[config.mk]
export PLATFORM = sky130hd
export DESIGN_NAME = sar_ctl
export DESIGN_NICKNAME = d
export VERILOG_FILES = /design/src/rtl/sar_pkg.sv /design/src/rtl/sar_clip.sv /design/src/rtl/sar_seq.sv /design/src/rtl/sar_reg.sv /design/src/rtl/sar_ctl.sv
export SDC_FILE = /design/constraint.sdc
export NUM_CORES = 1
export LEC_CHECK = 0
export ABC_AREA = 1
export BUFFER_PORTS_ARGS = -buffer_cell sky130_fd_sc_hd__buf_2
export CORE_MARGIN = 1.5
export CORE_UTILIZATION = 45
export DETAILED_ROUTE_END_ITERATION = 8
export PLACE_DENSITY_LB_ADDON = 0.15
export SKIP_LAST_GASP = 1
export SLEW_MARGIN = 20
export SYNTH_ARGS = -nofsm -noshare
export SYNTH_HDL_FRONTEND = slang
export SYNTH_SLANG_ARGS = --single-unit
export TNS_END_PERCENT = 30
[constraint.sdc]
create_clock -name clk -period 1.64 [get_ports clk]
set_input_delay 0.246 -clock clk [delete_from_list [all_inputs] [get_ports clk]]
set_output_delay 0.246 -clock clk [all_outputs]
set_load 0.05 [all_outputs]
[src/rtl/sar_pkg.sv]
package sar_pkg;
   typedef enum logic [2:0] {
      ST_IDLE    = 3'd0,
      ST_SAMPLE  = 3'd1,
      ST_PRELOAD = 3'd2,
      ST_TRIAL   = 3'd3,
      ST_DONE    = 3'd4
   } sar_state_e;
endpackage

[src/rtl/sar_clip.sv]
module sar_clip #(
   parameter int PIN_W  = 6,
   parameter int LOAD_W = 4
) (
   input  logic [PIN_W-1:0]  code_i,
   output logic [LOAD_W-1:0] code_o
);
   generate
      if (PIN_W > LOAD_W) begin : g_sat
         logic over;
         assign over   = |code_i[PIN_W-1:LOAD_W];
         assign code_o = over ? {LOAD_W{1'b1}} : code_i[LOAD_W-1:0];
      end else begin : g_pass
         assign code_o = LOAD_W'(code_i);
      end
   endgenerate
endmodule

[src/rtl/sar_seq.sv]
module sar_seq
   import sar_pkg::*;
#(
   parameter int RES_W  = 10,
   parameter int CRS_W  = 5,
   parameter int LOAD_W = 4,
   parameter int SMP_W  = 4,
   localparam int PTR_W  = $clog2(RES_W),
   localparam int FINE_W = RES_W - LOAD_W
) (
   input  logic             clk,
   input  logic             rst_n,
   input  logic             start_i,
   input  logic             fine_i,
   input  logic [SMP_W-1:0] smp_len_i,
   output sar_state_e       state_o,
   output logic             fine_o,
   output logic [PTR_W-1:0] ptr_o,
   output logic             last_o
);
   sar_state_e       state_q;
   logic [SMP_W-1:0] cnt_q;
   logic [PTR_W-1:0] ptr_q;
   logic             fine_q;
   logic [PTR_W-1:0] stop_ptr;

   assign stop_ptr = fine_q ? PTR_W'(0) : PTR_W'(RES_W - CRS_W);
   assign last_o   = (state_q == ST_TRIAL) && (ptr_q == stop_ptr);

   always_ff @(posedge clk) begin
      if (!rst_n) begin
         state_q <= ST_IDLE;
         cnt_q   <= '0;
         ptr_q   <= '0;
         fine_q  <= 1'b0;
      end else begin
         case (state_q)
            ST_IDLE: begin
               if (start_i) begin
                  fine_q  <= fine_i;
                  cnt_q   <= smp_len_i;
                  state_q <= ST_SAMPLE;
               end
            end
            ST_SAMPLE: begin
               if (cnt_q <= SMP_W'(1)) state_q <= ST_PRELOAD;
               else                    cnt_q   <= cnt_q - SMP_W'(1);
            end
            ST_PRELOAD: begin
               ptr_q   <= fine_q ? PTR_W'(FINE_W - 1) : PTR_W'(RES_W - 1);
               state_q <= ST_TRIAL;
            end
            ST_TRIAL: begin
               if (ptr_q == stop_ptr) state_q <= ST_DONE;
               else                   ptr_q   <= ptr_q - PTR_W'(1);
            end
            ST_DONE:  state_q <= ST_IDLE;
            default:  state_q <= ST_IDLE;
         endcase
      end
   end

   assign state_o = state_q;
   assign fine_o  = fine_q;
   assign ptr_o   = ptr_q;

   AST_MODE_LOCKED: assert property (@(posedge clk) disable iff (!rst_n)
      (state_q != ST_IDLE) |=> $stable(fine_q));
   AST_TRIAL_FLOW: assert property (@(posedge clk) disable iff (!rst_n)
      (state_q == ST_TRIAL) |=> (state_q == ST_TRIAL || state_q == ST_DONE));
endmodule

[src/rtl/sar_reg.sv]
module sar_reg
   import sar_pkg::*;
#(
   parameter int RES_W  = 10,
   parameter int CRS_W  = 5,
   parameter int LOAD_W = 4,
   localparam int PTR_W  = $clog2(RES_W),
   localparam int FINE_W = RES_W - LOAD_W
) (
   input  logic              clk,
   input  logic              rst_n,
   input  sar_state_e        state_i,
   input  logic              fine_i,
   input  logic [PTR_W-1:0]  ptr_i,
   input  logic              last_i,
   input  logic              comp_i,
   input  logic [LOAD_W-1:0] load_i,
   output logic [RES_W-1:0]  dac_o,
   output logic [RES_W-1:0]  result_o
);
   logic [RES_W-1:0] dac_q, res_q, try_bit, nxt_dac;

   always_comb begin
      try_bit = '0;
      if (state_i == ST_TRIAL) try_bit = RES_W'(1) << ptr_i;
      nxt_dac = comp_i ? (dac_q | try_bit) : dac_q;
   end

   assign dac_o = dac_q | try_bit;

   always_ff @(posedge clk) begin
      if (!rst_n) begin
         dac_q <= '0;
         res_q <= '0;
      end else begin
         if (state_i == ST_PRELOAD)
            dac_q <= fine_i ? {load_i, {FINE_W{1'b0}}} : '0;
         else if (state_i == ST_TRIAL)
            dac_q <= nxt_dac;
         if (last_i)
            res_q <= fine_i ? RES_W'(nxt_dac[FINE_W-1:0])
                            : RES_W'(nxt_dac[RES_W-1 -: CRS_W]);
      end
   end

   assign result_o = res_q;

   AST_COARSE_CLEAR: assert property (@(posedge clk) disable iff (!rst_n)
      (state_i == ST_PRELOAD && !fine_i) |=> (dac_q == '0));
   AST_FINE_TOP_KEPT: assert property (@(posedge clk) disable iff (!rst_n)
      (state_i == ST_TRIAL && fine_i) |=> $stable(dac_q[RES_W-1 -: LOAD_W]));
endmodule

[src/rtl/sar_ctl.sv]
module sar_ctl
   import sar_pkg::*;
#(
   parameter int RES_W  = 10,
   parameter int CRS_W  = 5,
   parameter int LOAD_W = 4,
   parameter int PIN_W  = 6,
   parameter int SMP_W  = 4,
   localparam int PTR_W = $clog2(RES_W)
) (
   input  logic             clk,
   input  logic             rst_n,
   input  logic             start_i,
   input  logic             fine_i,
   input  logic [PIN_W-1:0] preload_i,
   input  logic [SMP_W-1:0] smp_len_i,
   input  logic             comp_i,
   output logic [RES_W-1:0] dac_o,
   output logic             sample_o,
   output logic [RES_W-1:0] result_o,
   output logic             done_o
);
   if (CRS_W > RES_W || CRS_W < 1) begin : g_bad_crs
      $error("coarse width must lie in 1..RES_W");
   end
   if (LOAD_W >= RES_W || LOAD_W < 1) begin : g_bad_load
      $error("preload width must leave at least one fine bit");
   end
   if (PIN_W < LOAD_W) begin : g_bad_pin
      $error("preload input narrower than its field");
   end

   sar_state_e        state;
   logic              fine_q, last;
   logic [PTR_W-1:0]  ptr;
   logic [PIN_W-1:0]  pre_q;
   logic [LOAD_W-1:0] pre_clip;

   always_ff @(posedge clk) begin
      if (!rst_n)                              pre_q <= '0;
      else if (state == ST_IDLE && start_i)    pre_q <= preload_i;
   end

   sar_clip #(.PIN_W(PIN_W), .LOAD_W(LOAD_W)) u_clip (
      .code_i(pre_q), .code_o(pre_clip));

   sar_seq #(.RES_W(RES_W), .CRS_W(CRS_W), .LOAD_W(LOAD_W), .SMP_W(SMP_W)) u_seq (
      .clk(clk), .rst_n(rst_n), .start_i(start_i), .fine_i(fine_i),
      .smp_len_i(smp_len_i), .state_o(state), .fine_o(fine_q),
      .ptr_o(ptr), .last_o(last));

   sar_reg #(.RES_W(RES_W), .CRS_W(CRS_W), .LOAD_W(LOAD_W)) u_reg (
      .clk(clk), .rst_n(rst_n), .state_i(state), .fine_i(fine_q),
      .ptr_i(ptr), .last_i(last), .comp_i(comp_i), .load_i(pre_clip),
      .dac_o(dac_o), .result_o(result_o));

   assign sample_o = (state == ST_SAMPLE);
   assign done_o   = (state == ST_DONE);

   AST_DONE_SINGLE: assert property (@(posedge clk) disable iff (!rst_n)
      done_o |=> !done_o);
   AST_SAMPLE_DONE_EXCL: assert property (@(posedge clk) disable iff (!rst_n)
      !(sample_o && done_o));
   AST_RESULT_HOLD: assert property (@(posedge clk) disable iff (!rst_n)
      done_o |=> $stable(result_o));
endmodule

* After elaboration in Yosys (flattened, before gate mapping)
Index checks and enable logic that the tools add are counted.
** Storage, ports and cells
- Bits in registers :: 38
- Input bits :: 15
- Output and inout port bits :: 22
** Cells by class
- $add $sub $neg :: 2
- Magnitude comparators :: 1
- Mux-type cells :: 18
- Shift-type cells :: 1
- Equal/unequal tests :: 10
- Reduce and logical (&&, ||, !) cells :: 10
- Bitwise operators :: 1
** Operator list (number)
- two-way mux 10 bit :: 5
- two-way mux 4 bit :: 5
- one-hot mux 4 bit (2 select lines) :: 2
- two-way mux 3 bit :: 4
- one-hot mux 3 bit (4 select lines) :: 1
- bitwise OR 10 bit :: 1
- left shift 1 x 4 -> 10 bit, first input constant :: 1
- != test 2 bit, second input constant :: 4
- subtractor 4 x 1 -> 4 bit, second input constant :: 2
- == test 3 x 2 -> 1 bit, second input constant :: 2
- two-way mux 6 bit :: 1
- AND reduction 3 bit :: 2
- == test 4 bit :: 1
- <= comparator 4 x 1 -> 1 bit, second input constant :: 1
- AND reduction 2 bit :: 2
- nonzero test 2 bit :: 2
- == test 3 x 1 -> 1 bit, second input constant :: 1
- == test 3 bit, second input constant :: 1
- zero test 3 bit :: 1
- logical AND 1 bit :: 2
- != test 2 x 1 -> 1 bit, second input constant :: 1
- OR reduction 2 bit :: 1

* Logic depth before layout (Yosys ltp)
- Word-level depth :: 6
- Mapped depth :: 10
- Mapped depth without buffers :: 10

* Modules after synthesis
A second synthesis with hierarchy kept.
** Second synthesis, totals
- Cells, all modules :: 311
- Area total of the unflattened synthesis :: 2016.9 µm²
** By module, submodules not included
- sar_reg :: times used 1, seq. area each 320.3 µm², area each 903.4 µm², cells an instance 143
- sar_seq :: times used 1, seq. area each 240.2 µm², area each 775.7 µm², cells an instance 116
- sar_ctl :: times used 1, seq. area each 120.1 µm², area each 301.5 µm², cells an instance 43
- sar_clip :: times used 1, seq. area each 0.0 µm², area each 36.3 µm², cells an instance 9

* Worst setup path after synthesis
No wires, ideal clock.
- Path kind :: reg-to-reg
- Start :: reg u_seq.ptr_q[0], in the netlist u_seq.ptr_o[0]
- End :: reg u_reg.res_q[0], in the netlist u_reg.result_o[0]
- Cell stages (with the launch flop) :: 9
- Clock period less this slack :: 1875 ps
- Data arrival time :: 1819 ps
- Buffers on the path :: 0
- Setup slack :: -235 ps
- Data required time :: 1584 ps
- Library setup time :: 56 ps
- Path through :: dfxtp_1 inv_1 ha_1 nand3_1 o21ai_1 nand3_1 nand3_1 nand2_1 inv_1
** On the way
- Longest elaborated chain between the ends :: 5
- Elaborated cells between the ends (all ways) :: 7
- Classes of those cells :: eq/ne: 1; shift: 1; mux: 3; bitwise: 1; reduce/logical: 1
** RTL lines
- start: declaration :: RTL line sar_seq.sv:23 : logic [PTR_W-1:0] ptr_q;
- start signal: assignment :: RTL line sar_seq.sv:50 : ptr_q <= fine_q ? PTR_W'(FINE_W - 1) : PTR_W'(RES_W - 1);
- start signal: assignment :: RTL line sar_seq.sv:55 : else ptr_q <= ptr_q - PTR_W'(1);
- left shift 1 x 4 -> 10 bit :: RTL line sar_reg.sv:25 : if (state_i == ST_TRIAL) try_bit = RES_W'(1) << ptr_i;
- two-way mux 10 bit :: RTL line sar_reg.sv:25
- bitwise OR 10 bit
- net dac_o[0] :: RTL line sar_ctl.sv:18 : output logic [RES_W-1:0] dac_o,
- two-way mux 10 bit :: RTL line sar_reg.sv:26 : nxt_dac = comp_i ? (dac_q | try_bit) : dac_q;
- two-way mux 6 bit :: RTL line sar_reg.sv:41 : res_q <= fine_i ? RES_W'(nxt_dac[FINE_W-1:0])
- end signal: assignment :: RTL line sar_reg.sv:41
- end: declaration :: RTL line sar_reg.sv:21 : logic [RES_W-1:0] dac_q, res_q, try_bit, nxt_dac;
The timed path passes the listed nets, and every way through them passes these cells.
A chain may end at the register's enable or synchronous reset.

* Worst setup path in the final report
- Start :: reg u_seq.ptr_q[2], in the netlist u_seq.ptr_o[2]
- End :: out dac_o[2]
** On the way
- Longest elaborated chain between the ends :: 3
** RTL lines
- left shift 1 x 4 -> 10 bit :: RTL line sar_reg.sv:25
- two-way mux 10 bit :: RTL line sar_reg.sv:25
- bitwise OR 10 bit :: RTL line sar_reg.sv:29 : assign dac_o = dac_q | try_bit;
- end: declaration :: RTL line sar_ctl.sv:18
Every way passes these cells.

==> results.toml <==
[power]
p_leak_nw = 1.20
power.density_nw_per_um2 = 1020
maximum_vdd_drop_mv = 0.997

[timing]
clock.fmax_mhz = 607
timing.final.setup_violations = 2
maxSlewViolCount = 0
layout_min_cycle_time_ns = 1.65
hold_viol_final = 0
clock_tree_skew_after_final_layout_ns = 0.00727
finalWorstSetupSlack_ns = -0.00778
grt_setup_unrepaired = "true"
fin_tns_setup_ns = -0.0141
fin_worst_hold_slack_ns = 0.223
layout_worst_path_cycle_share_pct = 100

[clock_tree]
cts_inserted_buffers = 5
path_clk_slew_ns = 0.07
tritoncts = "built"
worst_skew_pair.late_latency_ns = 0.29
htree_levels = 2
tritoncts_num_sinks = 34
root_buffer = "sky130_fd_sc_hd__clkbuf_8"
ctsLongestPathBuffers = 2

[placed_design]
dpl_worst_slack_ns = 0.0406
hpwlAfterDp_um = 3150
portBuffers = 32
placed_cells_incl_taps = 368
gpl.final_weighted_congestion = 0.912

[hold_path]
timing.hold.worst.class = "primary input to register"

[floorplanning]
rows = 23
die_w_um = 68.2
floorplan.die.height_um = 68.2
core_box_area_um2 = 4030
initial_core_util_pct = 47.4
floorplan.io_pins = 37
die_area_um2 = 4650

[synth]
synth-seq-cells = 34
yosysWarningCount = 0
synth.yosys.seq_area_share_pct = 35.6
netlist-cell-type-count = 29
syn_area_per_cell_um2 = 6.68
post_synth_inst_count = 286
synthesis.area_um2 = 1910

[grt]
grtUsageMet3_pct = 6.25
grt_most_used_layer = "met2"
grt_pass1_vias = 1672
global_route.usage.met2_pct = 33.6
grt_overflow_total = 0
grt_total_usage_pct = 21.6
number_of_antenna_violations_at_the_first_check_in_global_routing = 0
pin_count_of_the_biggest_net_entering_global_routing = 19
met1_usage_pct = 28.4
global_route_wire_length_before_repair_um = 7380

[drt]
wl_per_cell_um = 11.7
post-route-drc-count = 0
routed_via_density = 4.97
pre_repair_dr_iteration_count = 5
ant_nets = 0
postRouteWirelength_um = 4530
initialDrtViolationCount = 80
vias = 1924

[layout]
insertedDiodeCount = 0
layoutNonFillerInstCount = 387
layout-drive-gt1-share_pct = 30.9
signed_area_change_from_the_synthesized_netlist_to_the_final_layout_pct = 34.3
nNetsFinal = 358

[worst_setup_path]
r2r_slack_ns = 0.15
worst-path-max-fanout = 10
crit_path_start_kind = "register"
arrival_ns = 1.40
worst_setup_path_end_kind = "primary output"
cp_data_required_time_ns = 1.39
path_class = "register to primary output"

[status]
status = "finished, violations left"
failed_checks = "setup timing"

[run]
max-cap-violations = 0
routing by layer:
metal | wire (µm) | share of wire [%] | vias to the layer above
li1 | - | - | 1000
met1 | 2080 | 46 | 866
met2 | 2120 | 47 | 51
met3 | 271 | 6.0 | 7
met4 | 67 | 1.5 | 0
met5 | 0 | 0 | -
critical path, cell delays in order (launching register included):
cell and delay, ns:
sky130_fd_sc_hd__dfxtp_2 0.39, sky130_fd_sc_hd__nor2_1 0.19, sky130_fd_sc_hd__nand2_1 0.11, sky130_fd_sc_hd__o21ai_2 0.20
sky130_fd_sc_hd__buf_4 0.23
final cells by class:
class	count	area, µm²
Timing Repair Buffer	51	390
Clock inverter	2	60.1
Fill cell	389	1460
Inverter	47	186
Clock buffer	6	82.6
Sequential cell	34	697
Tap cell	50	62.6
Multi-Input combinational cell	197	1090
kinds of logic (layout without fill, tap and decap cells):
kind of cell | count (synthesis) | after routing | synth area share (%)
and+or+nand+nor | 136 | 136 | 33.2
buffers and inverters | 58 | 106 | 12.6
AOI/OAI and AO/OA | 48 | 48 | 12.9
DFF | 34 | 34 | 35.6
adders and majority gates | 7 | 7 | 4.58
xor gates and xnor gates | 2 | 2 | 0.917
other | 1 | 4 | 0.196
sequential cells by signal, indices dropped and copies added, names as in the netlist:
signal          flops
u_seq.ptr_o         4
pre_q               6
u_seq.fine_o        1
u_reg.dac_q        10
u_seq.state_o       3
u_seq.cnt_q         4
u_reg.result_o      6
final timing paths:
check | startpoint | to | cells after the start
min | preload_i[2] | pre_q[2] | 3
max | u_seq.ptr_o[2] | dac_o[2] | 4
max reg2reg | u_seq.ptr_o[0] | u_seq.ptr_o[2] | 9
min reg2reg | pre_q[2] | pre_q[2] | 2
layout by cell type, fill, tap and decap left out, types with 2 or more instances in the layout:
| master | count |
|---|---|
| sky130_fd_sc_hd__nand3_1 | 31 |
| sky130_fd_sc_hd__buf_6 | 4 |
| sky130_fd_sc_hd__o21ai_0 | 23 |
| sky130_fd_sc_hd__nand3_2 | 6 |
| sky130_fd_sc_hd__o21ai_2 | 3 |
| sky130_fd_sc_hd__dfxtp_1 | 29 |
| sky130_fd_sc_hd__nor2_4 | 2 |
| sky130_fd_sc_hd__buf_2 | 21 |
| sky130_fd_sc_hd__buf_4 | 19 |
| sky130_fd_sc_hd__conb_1 | 4 |
| sky130_fd_sc_hd__bufinv_16 | 2 |
| sky130_fd_sc_hd__nand2_1 | 52 |
| sky130_fd_sc_hd__clkbuf_8 | 6 |
| sky130_fd_sc_hd__a21oi_1 | 19 |
| sky130_fd_sc_hd__buf_8 | 6 |
| sky130_fd_sc_hd__nand2_2 | 14 |
| sky130_fd_sc_hd__inv_2 | 5 |
| sky130_fd_sc_hd__dfxtp_4 | 4 |
| sky130_fd_sc_hd__ha_1 | 4 |
| sky130_fd_sc_hd__inv_1 | 38 |
| sky130_fd_sc_hd__inv_4 | 2 |
| sky130_fd_sc_hd__ha_4 | 3 |
| sky130_fd_sc_hd__nor2_1 | 24 |
Yosys cell counts, drive strengths merged:
library cell	n	share of area (%)
clkinv	1	0.20
or2	1	0.33
o21bai	1	0.39
xor2	1	0.46
dfxtp	34	36
nand3b	1	0.39
o21ai	27	7.1
nand3	38	11
nor2	27	5.7
nand2	67	15
nor3	1	0.26
buf	8	2.6
ha	7	4.6
xnor2	1	0.46
conb	1	0.20
inv	46	9.2
clkbuf	3	0.59
a21oi	20	5.4
nor3b	1	0.39
per-stage QoR:
| stage | util (%) | total power [mW] | cell area, µm² |
|---|---|---|---|
| floorplan | - | 1.44 | 1930 |
| global placement | 53.4 | 1.58 | 2150 |
| detailed placement | 53.4 | 1.58 | 2150 |
| CTS | 59.6 | 2.58 | 2400 |
| global route | 63.7 | 2.77 | 2570 |
| finish | 63.7 | 2.62 | 2570 |
timing repair:
action,CTS,global route
hold buffers,0,0
pin swaps,2,10
resized for setup,30,31
endpoints found under the setup margin,10,11
buffers inserted,4,7
report_power, final:
part | switching, mW | internal (mW) | leakage (nW)
Clock | 0.324 | 0.649 | 0.0714
Sequential | 0.0742 | 0.900 | 0.280
Combinational | 0.424 | 0.249 | 0.853
Note: power is estimated with default switching activity, not from simulation.
